===== src/rtl/mskint_pkg.sv =====
package mskint_pkg;
  typedef enum logic [1:0] {
    ADR_MSK_SET = 2'd0,
    ADR_MSK_CLR = 2'd1,
    ADR_PRI_SET = 2'd2,
    ADR_PRI_CLR = 2'd3
  } adr_e;
endpackage


===== src/rtl/mskint_regs.sv =====
module mskint_regs
  import mskint_pkg::*;
#(
  parameter int NSRC = 8,
  parameter int NPRI = 4,
  parameter int FW   = 4,
  parameter int DW   = 16
) (
  input  logic               clk,
  input  logic               rst_n,
  input  logic               wr_en,
  input  logic [1:0]         addr,
  input  logic [DW-1:0]      wdata,
  output logic [DW-1:0]      rdata,
  output logic [NSRC-1:0]    mask_q,
  output logic [NPRI*FW-1:0] prio_q,
  output logic [NSRC-1:0]    msk_up,
  output logic [NSRC-1:0]    msk_dn,
  output logic [NPRI-1:0]    pri_up,
  output logic [NPRI-1:0]    pri_dn
);
  localparam int PW = NPRI * FW;

  logic [NSRC-1:0] mask_d;
  logic [PW-1:0]   prio_d;

  // next register values: set ORs in, clear removes
  always_comb begin
    mask_d = mask_q;
    prio_d = prio_q;
    if (wr_en) begin
      case (addr)
        ADR_MSK_SET: mask_d = mask_q | wdata[NSRC-1:0];
        ADR_MSK_CLR: mask_d = mask_q & ~wdata[NSRC-1:0];
        ADR_PRI_SET: prio_d = prio_q | wdata[PW-1:0];
        default:     prio_d = prio_q & ~wdata[PW-1:0];
      endcase
    end
  end

  always_ff @(posedge clk or negedge rst_n) begin
    if (!rst_n) begin
      mask_q <= '0;
      prio_q <= '0;
    end else begin
      mask_q <= mask_d;
      prio_q <= prio_d;
    end
  end

  // only bits that actually change produce a contribution step
  assign msk_up = mask_d & ~mask_q;
  assign msk_dn = mask_q & ~mask_d;

  // field of source s sits at (NPRI-1-s)*FW, most significant first
  for (genvar s = 0; s < NPRI; s++) begin : g_fld
    logic old_nz, new_nz;
    assign old_nz    = |prio_q[(NPRI-1-s)*FW +: FW];
    assign new_nz    = |prio_d[(NPRI-1-s)*FW +: FW];
    assign pri_up[s] = new_nz & ~old_nz;
    assign pri_dn[s] = old_nz & ~new_nz;
  end

  always_comb begin
    rdata = '0;
    if (addr == ADR_MSK_SET || addr == ADR_MSK_CLR) rdata[NSRC-1:0] = mask_q;
    else                                            rdata[PW-1:0]   = prio_q;
  end

  p_set_keeps_r3: assert property (@(posedge clk) disable iff (!rst_n)
    (wr_en && addr == ADR_MSK_SET) |=>
      ((mask_q & $past(wdata[NSRC-1:0])) == $past(wdata[NSRC-1:0])));
  p_pset_keeps_r3: assert property (@(posedge clk) disable iff (!rst_n)
    (wr_en && addr == ADR_PRI_SET) |=>
      ((prio_q & $past(wdata[PW-1:0])) == $past(wdata[PW-1:0])));
  p_clr_drops_r4: assert property (@(posedge clk) disable iff (!rst_n)
    (wr_en && addr == ADR_MSK_CLR) |=> ((mask_q & $past(wdata[NSRC-1:0])) == '0));
  p_pclr_drops_r4: assert property (@(posedge clk) disable iff (!rst_n)
    (wr_en && addr == ADR_PRI_CLR) |=> ((prio_q & $past(wdata[PW-1:0])) == '0));
  p_idle_hold_r11: assert property (@(posedge clk) disable iff (!rst_n)
    !wr_en |=> ($stable(mask_q) && $stable(prio_q)));
endmodule


===== src/rtl/mskint_src.sv =====
module mskint_src #(
  parameter int MAXC = 2
) (
  input  logic clk,
  input  logic rst_n,
  input  logic lvl,
  input  logic up,
  input  logic dn,
  output logic full,
  output logic pend_nx,
  output logic pend_q
);
  logic [1:0] cnt_q;

  assign full    = (cnt_q == 2'(MAXC));
  assign pend_nx = lvl & full;

  always_ff @(posedge clk or negedge rst_n) begin
    if (!rst_n) begin
      cnt_q  <= '0;
      pend_q <= 1'b0;
    end else begin
      cnt_q  <= cnt_q + {1'b0, up} - {1'b0, dn};
      pend_q <= pend_nx;
    end
  end

  p_cnt_bound_r1: assert property (@(posedge clk) disable iff (!rst_n)
    cnt_q <= 2'(MAXC));
  p_step_excl_r11: assert property (@(posedge clk) disable iff (!rst_n)
    !(up && dn));
  p_pend_lvl_r2: assert property (@(posedge clk) disable iff (!rst_n)
    !$past(lvl) |-> !pend_q);
  p_pend_en_r2: assert property (@(posedge clk) disable iff (!rst_n)
    !$past(full) |-> !pend_q);
endmodule


===== src/rtl/mskint_arb.sv =====
module mskint_arb #(
  parameter int NSRC     = 8,
  parameter int VW       = 8,
  parameter int VEC_BASE = 64,
  parameter int VEC_STEP = 4
) (
  input  logic            clk,
  input  logic            rst_n,
  input  logic [NSRC-1:0] pend_nx,
  input  logic [NSRC-1:0] pend_q,
  input  logic [3:0]      imask,
  output logic            irq,
  output logic            vec_valid,
  output logic [VW-1:0]   vec_code
);
  localparam int CW = $clog2(NSRC + 1);

  logic [CW-1:0] npend_q;
  logic          hit;
  logic [VW-1:0] code;

  // running count of pending sources, stepped by entries and exits
  always_ff @(posedge clk or negedge rst_n) begin
    if (!rst_n) npend_q <= '0;
    else npend_q <= npend_q + CW'($countones(pend_nx & ~pend_q))
                            - CW'($countones(pend_q & ~pend_nx));
  end

  assign irq = (npend_q != '0);

  // scan downwards so the lowest pending index is assigned last
  always_comb begin
    hit  = 1'b0;
    code = '0;
    for (int i = NSRC - 1; i >= 0; i--) begin
      if (pend_q[i]) begin
        hit  = 1'b1;
        code = VW'(VEC_BASE + VEC_STEP * i);
      end
    end
  end

  assign vec_valid = hit && (imask != 4'hF);
  assign vec_code  = vec_valid ? code : '0;

  p_npend_r5: assert property (@(posedge clk) disable iff (!rst_n)
    npend_q == CW'($countones(pend_q)));
  p_irq_match_r5: assert property (@(posedge clk) disable iff (!rst_n)
    irq == (|pend_q));
  p_lvl_f_r7: assert property (@(posedge clk) disable iff (!rst_n)
    (imask == 4'hF) |-> !vec_valid);
  p_valid_irq_r7: assert property (@(posedge clk) disable iff (!rst_n)
    vec_valid |-> irq);
endmodule


===== src/rtl/mskint_ctrl.sv =====
module mskint_ctrl #(
  parameter int NSRC     = 8,
  parameter int NPRI     = 4,
  parameter int FW       = 4,
  parameter int DW       = 16,
  parameter int VW       = 8,
  parameter int VEC_BASE = 64,
  parameter int VEC_STEP = 4
) (
  input  logic            clk,
  input  logic            rst_n,
  input  logic [NSRC-1:0] src_lvl,
  input  logic            wr_en,
  input  logic [1:0]      addr,
  input  logic [DW-1:0]   wdata,
  output logic [DW-1:0]   rdata,
  input  logic [3:0]      imask,
  output logic            irq,
  output logic            vec_valid,
  output logic [VW-1:0]   vec_code
);
  localparam int PW = NPRI * FW;

  logic [NSRC-1:0] mask_q, msk_up, msk_dn;
  logic [PW-1:0]   prio_q;
  logic [NPRI-1:0] pri_up, pri_dn;
  logic [NSRC-1:0] full, pend_nx, pend_q;

  mskint_regs #(.NSRC(NSRC), .NPRI(NPRI), .FW(FW), .DW(DW)) u_regs (
    .clk(clk), .rst_n(rst_n), .wr_en(wr_en), .addr(addr), .wdata(wdata),
    .rdata(rdata), .mask_q(mask_q), .prio_q(prio_q),
    .msk_up(msk_up), .msk_dn(msk_dn), .pri_up(pri_up), .pri_dn(pri_dn)
  );

  for (genvar i = 0; i < NSRC; i++) begin : g_src
    logic up, dn;
    if (i < NPRI) begin : g_two
      assign up = msk_up[NSRC-1-i] | pri_up[i];
      assign dn = msk_dn[NSRC-1-i] | pri_dn[i];
      p_full_track_r1: assert property (@(posedge clk) disable iff (!rst_n)
        full[i] == (mask_q[NSRC-1-i] && (|prio_q[(NPRI-1-i)*FW +: FW])));
    end else begin : g_one
      assign up = msk_up[NSRC-1-i];
      assign dn = msk_dn[NSRC-1-i];
      p_full_mask_r1: assert property (@(posedge clk) disable iff (!rst_n)
        full[i] == mask_q[NSRC-1-i]);
    end
    mskint_src #(.MAXC(i < NPRI ? 2 : 1)) u_src (
      .clk(clk), .rst_n(rst_n), .lvl(src_lvl[i]), .up(up), .dn(dn),
      .full(full[i]), .pend_nx(pend_nx[i]), .pend_q(pend_q[i])
    );
  end

  mskint_arb #(.NSRC(NSRC), .VW(VW), .VEC_BASE(VEC_BASE), .VEC_STEP(VEC_STEP)) u_arb (
    .clk(clk), .rst_n(rst_n), .pend_nx(pend_nx), .pend_q(pend_q),
    .imask(imask), .irq(irq), .vec_valid(vec_valid), .vec_code(vec_code)
  );
endmodule


===== config.mk =====
export PLATFORM = sky130hd
export DESIGN_NAME = mskint_ctrl
export DESIGN_NICKNAME = d
export VERILOG_FILES = /design/src/rtl/mskint_pkg.sv /design/src/rtl/mskint_regs.sv /design/src/rtl/mskint_src.sv /design/src/rtl/mskint_arb.sv /design/src/rtl/mskint_ctrl.sv
export SDC_FILE = /design/constraint.sdc
export NUM_CORES = 1
export LEC_CHECK = 0
export BUFFER_PORTS_ARGS = -buffer_cell sky130_fd_sc_hd__buf_4
export CORE_MARGIN = 5
export CORE_UTILIZATION = 40
export DETAILED_ROUTE_END_ITERATION = 12
export PLACE_DENSITY = 0.71
export SETUP_SLACK_MARGIN = 0.4
export SYNTH_ARGS = -nofsm -noshare
export SYNTH_HDL_FRONTEND = slang
export SYNTH_SLANG_ARGS = --single-unit

===== constraint.sdc =====
create_clock -name clk -period 4.9 [get_ports clk]
set_clock_uncertainty 0.2 [all_clocks]
set_input_delay 0.98 -clock clk [delete_from_list [all_inputs] [get_ports clk]]
set_output_delay 0.98 -clock clk [all_outputs]
set_load 0.005 [all_outputs]

Yosys cells after proc, flatten, opt, wreduce, memory -nomap -nowiden --
Cells that the tools add are included.
Word-level totals: register bits after elaboration 52, output and inout bits 26
Cells by class: eq/ne operators 11, reduce and logical (&&, ||, !) cells 13, add/sub/neg operators 32, mux-type cells 23, bitwise operators 46
Operators by type and width (number):
- 7-bit two-way mux | 9
- 8-bit AND | 5
- 8-bit NOT | 5
- 16-bit one-hot mux with 2 select lines | 1
- 4-bit OR reduction | 8
- 4-bit adder | 7
- 8-bit two-way mux | 3
- 1-bit by 1-bit adder with 2-bit output | 8
- 2-bit by 1-bit adder with 2-bit output | 8
- 1-bit AND | 16
- 16-bit AND | 1
- 16-bit two-way mux | 1
- 16-bit NOT | 1
- 16-bit bitwise OR | 1
- 8-bit one-hot mux with 2 select lines | 1
- 2-bit by 1-bit subtractor with 2-bit output | 8
- 2-bit by 1-bit == test with 1-bit output (second input constant) | 5
- 2-bit == test (second input constant) | 5
- 1-bit two-way mux | 8
- 1-bit NOT | 8
- 1-bit bitwise OR | 8
- 8-bit bitwise OR | 1
- 4-bit != test (second input constant) | 1
- 4-bit nonzero test | 1
- other kinds (5) | 5

Longest topological paths before layout --
Gate-level depths: netlist of run 1.
word-level depth 10, mapped depth 17

Modules after synthesis --
Synthesis of run 1 repeated with hierarchy kept, for this count alone.
Second synthesis, totals: cell total of the unflattened synthesis 323, area, all modules 3467.1 µm²
Modules (own cells, without submodules):
- mskint_regs | instances 1, cells an instance 145, area an instance 1393.8 µm²
- mskint_src | instances 8, cells an instance 10, area an instance 146.4 µm²
- mskint_arb | instances 1, cells an instance 90, area an instance 852.1 µm²
- mskint_ctrl | instances 1, cells an instance 8, area an instance 50.0 µm²

Worst setup path after synthesis of run 1 --
OpenSTA, ideal clock, no wires.
path type input port to flip-flop, start point input src_lvl[1], end point register u_arb.npend_q[1], cell stages on the path 15, arrival 4.729 ns, path slack -0.093 ns, path buffers 0, required time 4.636 ns, cell sequence nand2_1 or2_2 and2_1 ha_1 inv_1 fa_1 inv_1 fa_1 fa_1 fa_1 inv_1 fa_1 inv_1 fa_1 inv_1
Between the ends: longest elaborated chain between the ends 7
RTL lines:
- start: declaration | line mskint_ctrl.sv:12 | input logic [NSRC-1:0] src_lvl,
- 1-bit AND * | line mskint_src.sv:16 | assign pend_nx = lvl & full;
- 8-bit AND / 8-bit NOT (equally long branches) | line mskint_arb.sv:25, mskint_arb.sv:26
- 1-bit by 1-bit adder with 2-bit output (not written as such) / 8-bit AND (equally long branches) | line mskint_arb.sv:25, mskint_arb.sv:26
- 4-bit adder (not written as such) / 1-bit by 1-bit adder with 2-bit output (equally long branches) | line mskint_arb.sv:25, mskint_arb.sv:26
- 4-bit adder, on equally long branches (2 in a row) | line mskint_arb.sv:25, mskint_arb.sv:26
- 4-bit subtractor * | line mskint_arb.sv:26 | - CW'($countones(pend_q & ~pend_nx));
- end signal: assignment | line mskint_arb.sv:25 | else npend_q <= npend_q + CW'($countones(pend_nx & ~pend_q))
- end: declaration | line mskint_arb.sv:18 | logic [CW-1:0] npend_q;
Every way passes the cells marked *; elsewhere a longest branch is shown, timed or not.

Worst setup path after layout of run 1 --
start point input src_lvl[4], end point register u_arb.npend_q[1]
Same word-level chain as after synthesis.

==> parameters.txt, run 1 <==
Parameter                              Value

Outcome
  Status ... complete, no violations

Power and ir drop
  Worst-case vdd ir drop ... roughly 0.42 mV
  Leakage component of the power ... 2.07 nW
  Power density relative to cell area ... 665 nW/um^2

Placement
  Worst setup slack after placement ... -114 ps
  HPWL after DPL ... 5310 um
  Total of buffers placed on input and output ports ... 54
  Post-detailed-placement cell area ... around 3900 um^2
  GPL Wtd Cong ... 0.832

Setup path
  Crit path largest cell delay ... 530 ps
  Required @ worst endpoint ... between 4000 and 5000 ps
  Startpoint class of the critical path ... input pin
  Critical path fanouts, max ... 3
  Depth of the critical timing path with buffers and inverters included ... 14
  Setup crit end kind ... flop
  Count of buffering cells on the critical path with inverters included ... 4
  Cell breakdown of the critical path ... buf_4 -> nand2_1 -> or2_4 -> and2_4 -> ha_4 -> fa_1 -> fa_1 -> fa_1 -> fa_1 -> inv_2 -> fa_2 -> inv_2 -> fa_2 -> inv_1
  Arrival time reported for the critical path endpoint ... ~4700 ps
  Family with the most delay on the worst path ... adder cells
  Kind of critical path ... input pin to flop
  R2r worst-path depth ... 15
  Master of the slowest instance on the critical path ... sky130_fd_sc_hd__fa_1
  Most numerous cell on the critical path ... sky130_fd_sc_hd__fa_1

Global route
  Wire length of the first global-routing pass ... approximately 12000 um
  Number of global-route vias before repair ... 2479
  Antenna violations before repair ... 0
  Global Route Usage Sum ... roughly 14%
  Maximum number of pins on one net before global-route repair ... 53
  Sum of overflow across all layers after global routing ... 0

CTS
  Num CTS Buffers ... 5
  Hold-fix buffer count after cts ... 0
  TritonCTS clock tree ... yes
  Clock tree buffer depth ... 2
  Clock latency at the later pin of the worst-skew pair ... ~310 ps
  Maximum level of the CTS H-tree ... 2
  Master cell of the clock root buffer ... sky130_fd_sc_hd__clkbuf_8
  Clock edge transition at the registers on the reported setup and hold paths ... 100 ps
  Total number of clock tree sinks ... 52

STA
  Slew at the pin closest to its max-slew limit ... around 680 ps
  Worst Hold Slack ... ~280 ps
  Post-route setup slack ... roughly 300 ps
  Final number of hold-violating endpoints ... 0
  Number of pins exceeding their max-slew limit in the final report ... 0
  Share of the clock period used by the worst path ... 93.9%
  Total negative slack for setup checks ... 0 ps
  Rel. slew slack ... 54.9%
  Setup repair after global routing missed its margin ... true
  Final setup violation count ... 0
  Tmin final ... approximately 4600 ps
  Maximum clock frequency ... about 220 MHz

Final layout
  Count of inserted antenna diode cells ... 0
  Share of post-route cells with drive strength above 1 ... 26.2%
  Number of filler instances in the final layout ... between 700 and 800
  Number of nets in the layout ... 470
  Area added between synthesis and finish ... 21.6%
  Final design instance area without fill ... 4060 um^2

Routing
  Post-route DRC ... 0
  Post-detailed-route wirelength per cell ... about 14 um
  Routed via count ... approximately 2400
  Detailed Route Iter0 Violations ... between 70 and 80
  Drt first pass iters ... 4
  Total wire length after detailed routing ... just under 7000 um
  Remaining antenna violation count ... 0
  Ratio of routed vias to standard cells ... 4.88

Synthesis
  Seq cells post-synth ... 52
  Mean instance size in the synthesized netlist ... approximately 10 um^2
  Yosys warning total ... 0
  Unique masters post-synth ... 34
  Portion of the post-synthesis area used by sequential elements ... 39.0%
  Synthesized instance count ... 340
  Library cell with the largest summed area after synthesis ... sky130_fd_sc_hd__dfrtp_1
  Dominant synthesized flop cell ... sky130_fd_sc_hd__dfrtp_1
  Number of synthesized flops with an enable pin ... 0
  Area fraction of the dominant cell type after synthesis ... around 39%
  Fraction of registers with async set or reset after synthesis ... 100%
  Synthesized cell area ... around 3300 um^2
  Leading post-synthesis cells by cell area ... sky130_fd_sc_hd__dfrtp_1 39%, sky130_fd_sc_hd__ha_1 10%, sky130_fd_sc_hd__fa_1 7.8%

Floorplan
  Initial core utilization ... approximately two fifths
  FP Rows ... 33
  Placeable Area ... approximately 8200 um^2
  Number of placed I/O pins ... 59
  Vert. Die Dim ... ~100 um
  Die X-Extent ... between 100 and 150 um
  DIE AREA ... roughly 10000 um^2

Job
  Count of max-cap constraint violations ... 0

Min path
  Type of the worst min-delay path ... flop to flop
  Hold Path Depth ... 1
==> placed cells by master, fill, tap and decap left out, drive strengths merged, types with 7 or more instances in the layout <==
| cell | count |
|---|---|
| o21ai | 11 |
| inv | 57 |
| xnor2 | 21 |
| ha | 28 |
| nand2 | 22 |
| mux2 | 8 |
| dfrtp | 52 |
| mux2i | 12 |
| nor2 | 11 |
| fa | 13 |
| buf | 59 |
| nor4 | 7 |
| nor3b | 9 |
| and2 | 17 |
| a31oi | 9 |
| a21oi | 9 |
| nand3 | 16 |
==> cell usage after synthesis, drive strengths merged (10+ instances only) <==
master,count
and2,17
buf,10
dfrtp,52
fa,13
ha,28
inv,56
mux2i,12
nand2,22
nand3,16
nor2,11
o21ai,11
xnor2,21
==> worst paths after layout <==
kind                                              startpoint                           endpoint  slack (ps)
hold reg to reg            g_src[7].u_src.cnt_q[1]$_DFF_PN0_  g_src[7].u_src.cnt_q[1]$_DFF_PN0_         280
hold / removal             g_src[7].u_src.cnt_q[1]$_DFF_PN0_  g_src[7].u_src.cnt_q[1]$_DFF_PN0_         280
setup / recovery                                  src_lvl[4]         u_arb.npend_q[1]$_DFF_PN0_         300
setup reg to reg           g_src[1].u_src.cnt_q[1]$_DFF_PN0_         u_arb.npend_q[1]$_DFF_PN0_         640
min in group asynchronous                              rst_n  g_src[7].u_src.cnt_q[1]$_DFF_PN0_         490
max in group asynchronous                              rst_n         u_arb.npend_q[0]$_DFF_PN0_        3540
==> repair_timing <==
action                                 4_1_cts  5_1_grt
setup buffers                                0        0
setup endpoints to repair                    3        3
endpoints found under the hold margin        0        0
gates resized for setup                     13        6
pin swaps                                   14       10
gates cloned                                 0        0
==> area by class of cell <==
type	instances	area, um^2	share of cell area, %
clock buffer	6	82.6	2.03
multi-input combinational	222	1870	46.0
clock inverter	2	13.8	0.339
timing repair buffer	59	454	11.2
inverter	56	210	5.17
sequential	52	1300	32.0
tap	105	131	3.23
==> sequential cells by signal (all words and copies together) (netlist names) <==
register and flops:
u_arb.npend_q 4, u_regs.mask_q 8, u_regs.prio_q 16, g_src.u_src.pend_q 8
g_src.u_src.cnt_q 16
==> metrics by stage <==
step | total power [mW] | utilization, % | instances
floorplan | 1.92 | - | 343
CTS | 2.74 | 49.5 | 502
detailed placement | 2.40 | 47.6 | 494
finish | 2.70 | 49.7 | 502
global placement | 2.29 | 47.6 | 494
global route | 3.00 | 49.7 | 502
==> report_power, final <==
part           leakage [nW]  internal (mW)  switching, mW
logic                  1.39          0.893          0.824
clock network        0.0516          0.116          0.149
registers             0.624          0.602          0.117
total                  2.07           1.61           1.09
==> per-layer routing <==
layer / vias up / GRT usage (%) / wire [um]
li1: 1213 / - / -
met1: 1166 / 19.2 / 3140
met2: 67 / 23.8 / 3340
met3: 2 / 3.37 / 422
met4: 0 / 1.53 / 16
met5: - / 0 / 0
==> cell families after synthesis <==
| family | Yosys count | share of synthesized area (%) |
|---|---|---|
| flops | 52 | 39.0 |
| simple gates | 104 | 16.9 |
| fa+ha+maj | 41 | 18.3 |
| xor+xnor | 21 | 5.51 |
| mux | 20 | 6.29 |
| compound gates | 32 | 5.36 |
| other cells | 1 | 0.112 |
| buf+inv | 69 | 8.61 |
==> worst register-to-register path: stages, from the launching register on <==
cell and delay, ps:
sky130_fd_sc_hd__dfrtp_1 410, sky130_fd_sc_hd__nand2_4 50, sky130_fd_sc_hd__or2_4 230, sky130_fd_sc_hd__and2_4 140
sky130_fd_sc_hd__ha_4 260, sky130_fd_sc_hd__inv_2 30, sky130_fd_sc_hd__fa_1 480, sky130_fd_sc_hd__inv_2 40
sky130_fd_sc_hd__fa_1 490, sky130_fd_sc_hd__fa_1 420, sky130_fd_sc_hd__fa_1 500, sky130_fd_sc_hd__inv_2 40
sky130_fd_sc_hd__fa_2 370, sky130_fd_sc_hd__inv_2 80, sky130_fd_sc_hd__fa_2 420, sky130_fd_sc_hd__inv_1 60
No activity file was read; power rests on OpenSTA's default activity.
==> run 2: changes to the inputs <==
MAX_ROUTING_LAYER = met4   (was default)
==> run 2 against run 1 <==
Sequential cell count unchanged. Wire length down 0.45%. Utilization unchanged. Clock power about the same. Clock-buffer cell count unchanged. Sequential share of layout area unchanged. Die area unchanged. Via count up 0.12%. Critical endpoint unchanged. Highest routed layer is now met3.
==> parameters.txt, run 2 (synthesized netlist as in run 1, its figures left out) <==
Parameter                              Value

Power and ir drop
  Power density relative to cell area ... approximately 660 nW/um^2
  Power consumption ... 2.70 mW
  Worst-case vdd ir drop ... roughly 0.42 mV
  Leakage component of the power ... ~2.1 nW

Routing
  Post-detailed-route wirelength per cell ... 13.7 um
  Routed via count ... 2451
  Total wire length after detailed routing ... 6890 um
  Remaining antenna violation count ... 0
  Drt first pass iters ... 4
  Ratio of routed vias to standard cells ... 4.88
  Detailed Route Iter0 Violations ... 95
  Post-route DRC ... 0

Setup path
  Critical path capture point ... u_arb.npend_q[1]$_DFF_PN0_
  Startpoint class of the critical path ... input pin
  Count of buffering cells on the critical path with inverters included ... 4
  Crit path largest cell delay ... between 500 and 600 ps
  Master of the slowest instance on the critical path ... sky130_fd_sc_hd__fa_1
  Required @ worst endpoint ... about 5000 ps
  Kind of critical path ... input pin to flop
  Depth of the critical timing path with buffers and inverters included ... 14
  R2R Path End ... u_arb.npend_q[1]$_DFF_PN0_
  Arrival time reported for the critical path endpoint ... 4650 ps
  Start of the worst register-to-register path ... g_src[1].u_src.cnt_q[1]$_DFF_PN0_
  Critical path fanouts, max ... 3
  Crit path launch ... src_lvl[4]
  R2r worst-path depth ... 15
  Most numerous cell on the critical path ... sky130_fd_sc_hd__fa_1
  Family with the most delay on the worst path ... adder cells
  Setup crit end kind ... flop
  Cell breakdown of the critical path ... buf_4 -> nand2_1 -> or2_4 -> and2_4 -> ha_4 -> fa_1 -> fa_1 -> fa_1 -> fa_1 -> inv_2 -> fa_2 -> inv_2 -> fa_2 -> inv_1
  Worst R2R Setup Slack ... between 600 and 700 ps

Floorplan
  Vert. Die Dim ... 101 um
  Initial core utilization ... 40.9%
  Die X-Extent ... roughly 100 um
  DIE AREA ... between 10000 and 15000 um^2
  Placeable Area ... a little over 8000 um^2
  FP Rows ... 33
  Number of placed I/O pins ... slightly below 60

Min path
  Type of the worst min-delay path ... flop to flop
  Startpoint of the worst hold path ... g_src[7].u_src.cnt_q[1]$_DFF_PN0_

CTS
  Clock latency at the later pin of the worst-skew pair ... 310 ps
  Num CTS Buffers ... 5
  Hold-fix buffer count after cts ... 0
  TritonCTS clock tree ... yes
  Maximum level of the CTS H-tree ... 2
  Number of buffers added for setup after CTS ... 0
  Clock edge transition at the registers on the reported setup and hold paths ... approximately 100 ps
  Clock tree buffer depth ... 2
  Master cell of the clock root buffer ... sky130_fd_sc_hd__clkbuf_8
  Total number of clock tree sinks ... 52

Global route
  Global Route Usage Sum ... between 10% and 20%
  Number of global-route vias before repair ... ~2500
  Wire length of the first global-routing pass ... 11700 um
  Maximum number of pins on one net before global-route repair ... 53
  Sum of overflow across all layers after global routing ... 0
  Antenna violations before repair ... 0

Final layout
  Non-filler instance count after layout ... around 500
  Most frequent cells in the layout ... 56 x sky130_fd_sc_hd__buf_4, 52 x sky130_fd_sc_hd__inv_1, 52 x sky130_fd_sc_hd__dfrtp_1
  Count of inserted antenna diode cells ... 0
  Area occupied by multi-input gates ... between 1500 and 2000 um^2
  Final design instance area without fill ... a little over 4000 um^2
  Area added between synthesis and finish ... 21.6%
  Number of filler instances in the final layout ... about 770
  Number of nets in the layout ... 470
  Final core utilization ... between 40% and 50%
  Sequential cell area in the final layout ... 1300 um^2
  Registers with the most flip-flops ... g_src.u_src.cnt_q x16, u_regs.prio_q x16
  Most common library cell in the layout ignoring fill and taps ... sky130_fd_sc_hd__buf_4
  Share of post-route cells with drive strength above 1 ... a little over a quarter

STA
  Number of pins exceeding their max-slew limit in the final report ... 0
  Maximum clock frequency ... 217 MHz
  Rel. slew slack ... a little under three fifths
  Post-route setup slack ... 296 ps
  Tmin final ... approximately 4600 ps
  Final setup violation count ... 0
  Slew at the pin closest to its max-slew limit ... 671 ps
  Final number of hold-violating endpoints ... 0
  Share of the clock period used by the worst path ... 94.0%
  Setup repair after global routing missed its margin ... true

Outcome
  Status ... complete, no violations

Placement
  Instance count after placement with tap cells included ... just under 500
  Total of buffers placed on input and output ports ... 54
  GPL Wtd Cong ... 0.845
  Worst setup slack after placement ... -114 ps
  Post-detailed-placement cell area ... 3890 um^2
  HPWL after DPL ... 5310 um

Job
  Count of max-cap constraint violations ... 0
-- run 2: cell counts in the layout (fill, tap and decap cells not counted) --
No cell type changed its count.
-- run 2: per-layer routing --
| layer | part of all wire, % | vias to the layer above | global-route usage (%) |
|---|---|---|---|
| met3 | 4.9 | 0 | 2.62 |
| met1 | 46 | 1172 | 19.8 |
| met4 | 0 | 0 | 1.53 |
| met5 | 0 | - | - |
| met2 | 49 | 66 | 23.7 |
| li1 | - | 1213 | - |
-- run 2: how the worst min path moves through the flow --
stage / endpoint / slack [ps] / cells past startpoint
floorplan: g_src[6].u_src.cnt_q[1]$_DFF_PN0_ / 240 / 1
global placement: g_src[7].u_src.cnt_q[1]$_DFF_PN0_ / 250 / 1
detailed placement: g_src[7].u_src.cnt_q[1]$_DFF_PN0_ / 260 / 1
CTS: g_src[2].u_src.cnt_q[1]$_DFF_PN0_ / 280 / 1
global route: g_src[7].u_src.cnt_q[1]$_DFF_PN0_ / 290 / 1
finish: g_src[7].u_src.cnt_q[1]$_DFF_PN0_ / 280 / 1
-- run 2: power breakdown --
group / switching [mW] / internal [mW] / leakage (nW)
Sequential: 0.116 / 0.601 / 0.624
Clock: 0.148 / 0.116 / 0.0516
Combinational: 0.824 / 0.893 / 1.39
Total: 1.09 / 1.61 / 2.07
-- run 2: cell type report --
cell class / instances / area share, %
multi-input cells: 222 / 46.0
flip-flops and latches: 52 / 32.0
repair buffers: 59 / 11.2
inverters: 56 / 5.17
well taps: 105 / 3.23
clock buffers: 6 / 2.03
clock inverters: 2 / 0.339
-- run 2: what timing repair did --
item / CTS / global route
cloned: 0 / 0
endpoints found under the hold margin: 0 / 0
gates resized for setup: 13 / 6
endpoints found under the setup margin: 3 / 3
pin swaps: 14 / 10
-- run 2: through the flow --
step | setup TNS [ps] | hold slack (ps)
final | 0 | 278
after global routing | 0 | 293
after CTS | 0 | 279
after detailed placement | -248 | 260
after global placement | -58.8 | 251
after floorplan | 0 | 238
-- run 2: worst reg2reg max path: stages (launching register included) --
cell and delay, ps:
sky130_fd_sc_hd__dfrtp_1 410, sky130_fd_sc_hd__nand2_4 50, sky130_fd_sc_hd__or2_4 230, sky130_fd_sc_hd__and2_4 140
sky130_fd_sc_hd__ha_4 260, sky130_fd_sc_hd__inv_2 30, sky130_fd_sc_hd__fa_1 480, sky130_fd_sc_hd__inv_2 40
sky130_fd_sc_hd__fa_1 490, sky130_fd_sc_hd__fa_1 420, sky130_fd_sc_hd__fa_1 500, sky130_fd_sc_hd__inv_2 40
sky130_fd_sc_hd__fa_2 370, sky130_fd_sc_hd__inv_2 80, sky130_fd_sc_hd__fa_2 420, sky130_fd_sc_hd__inv_1 60
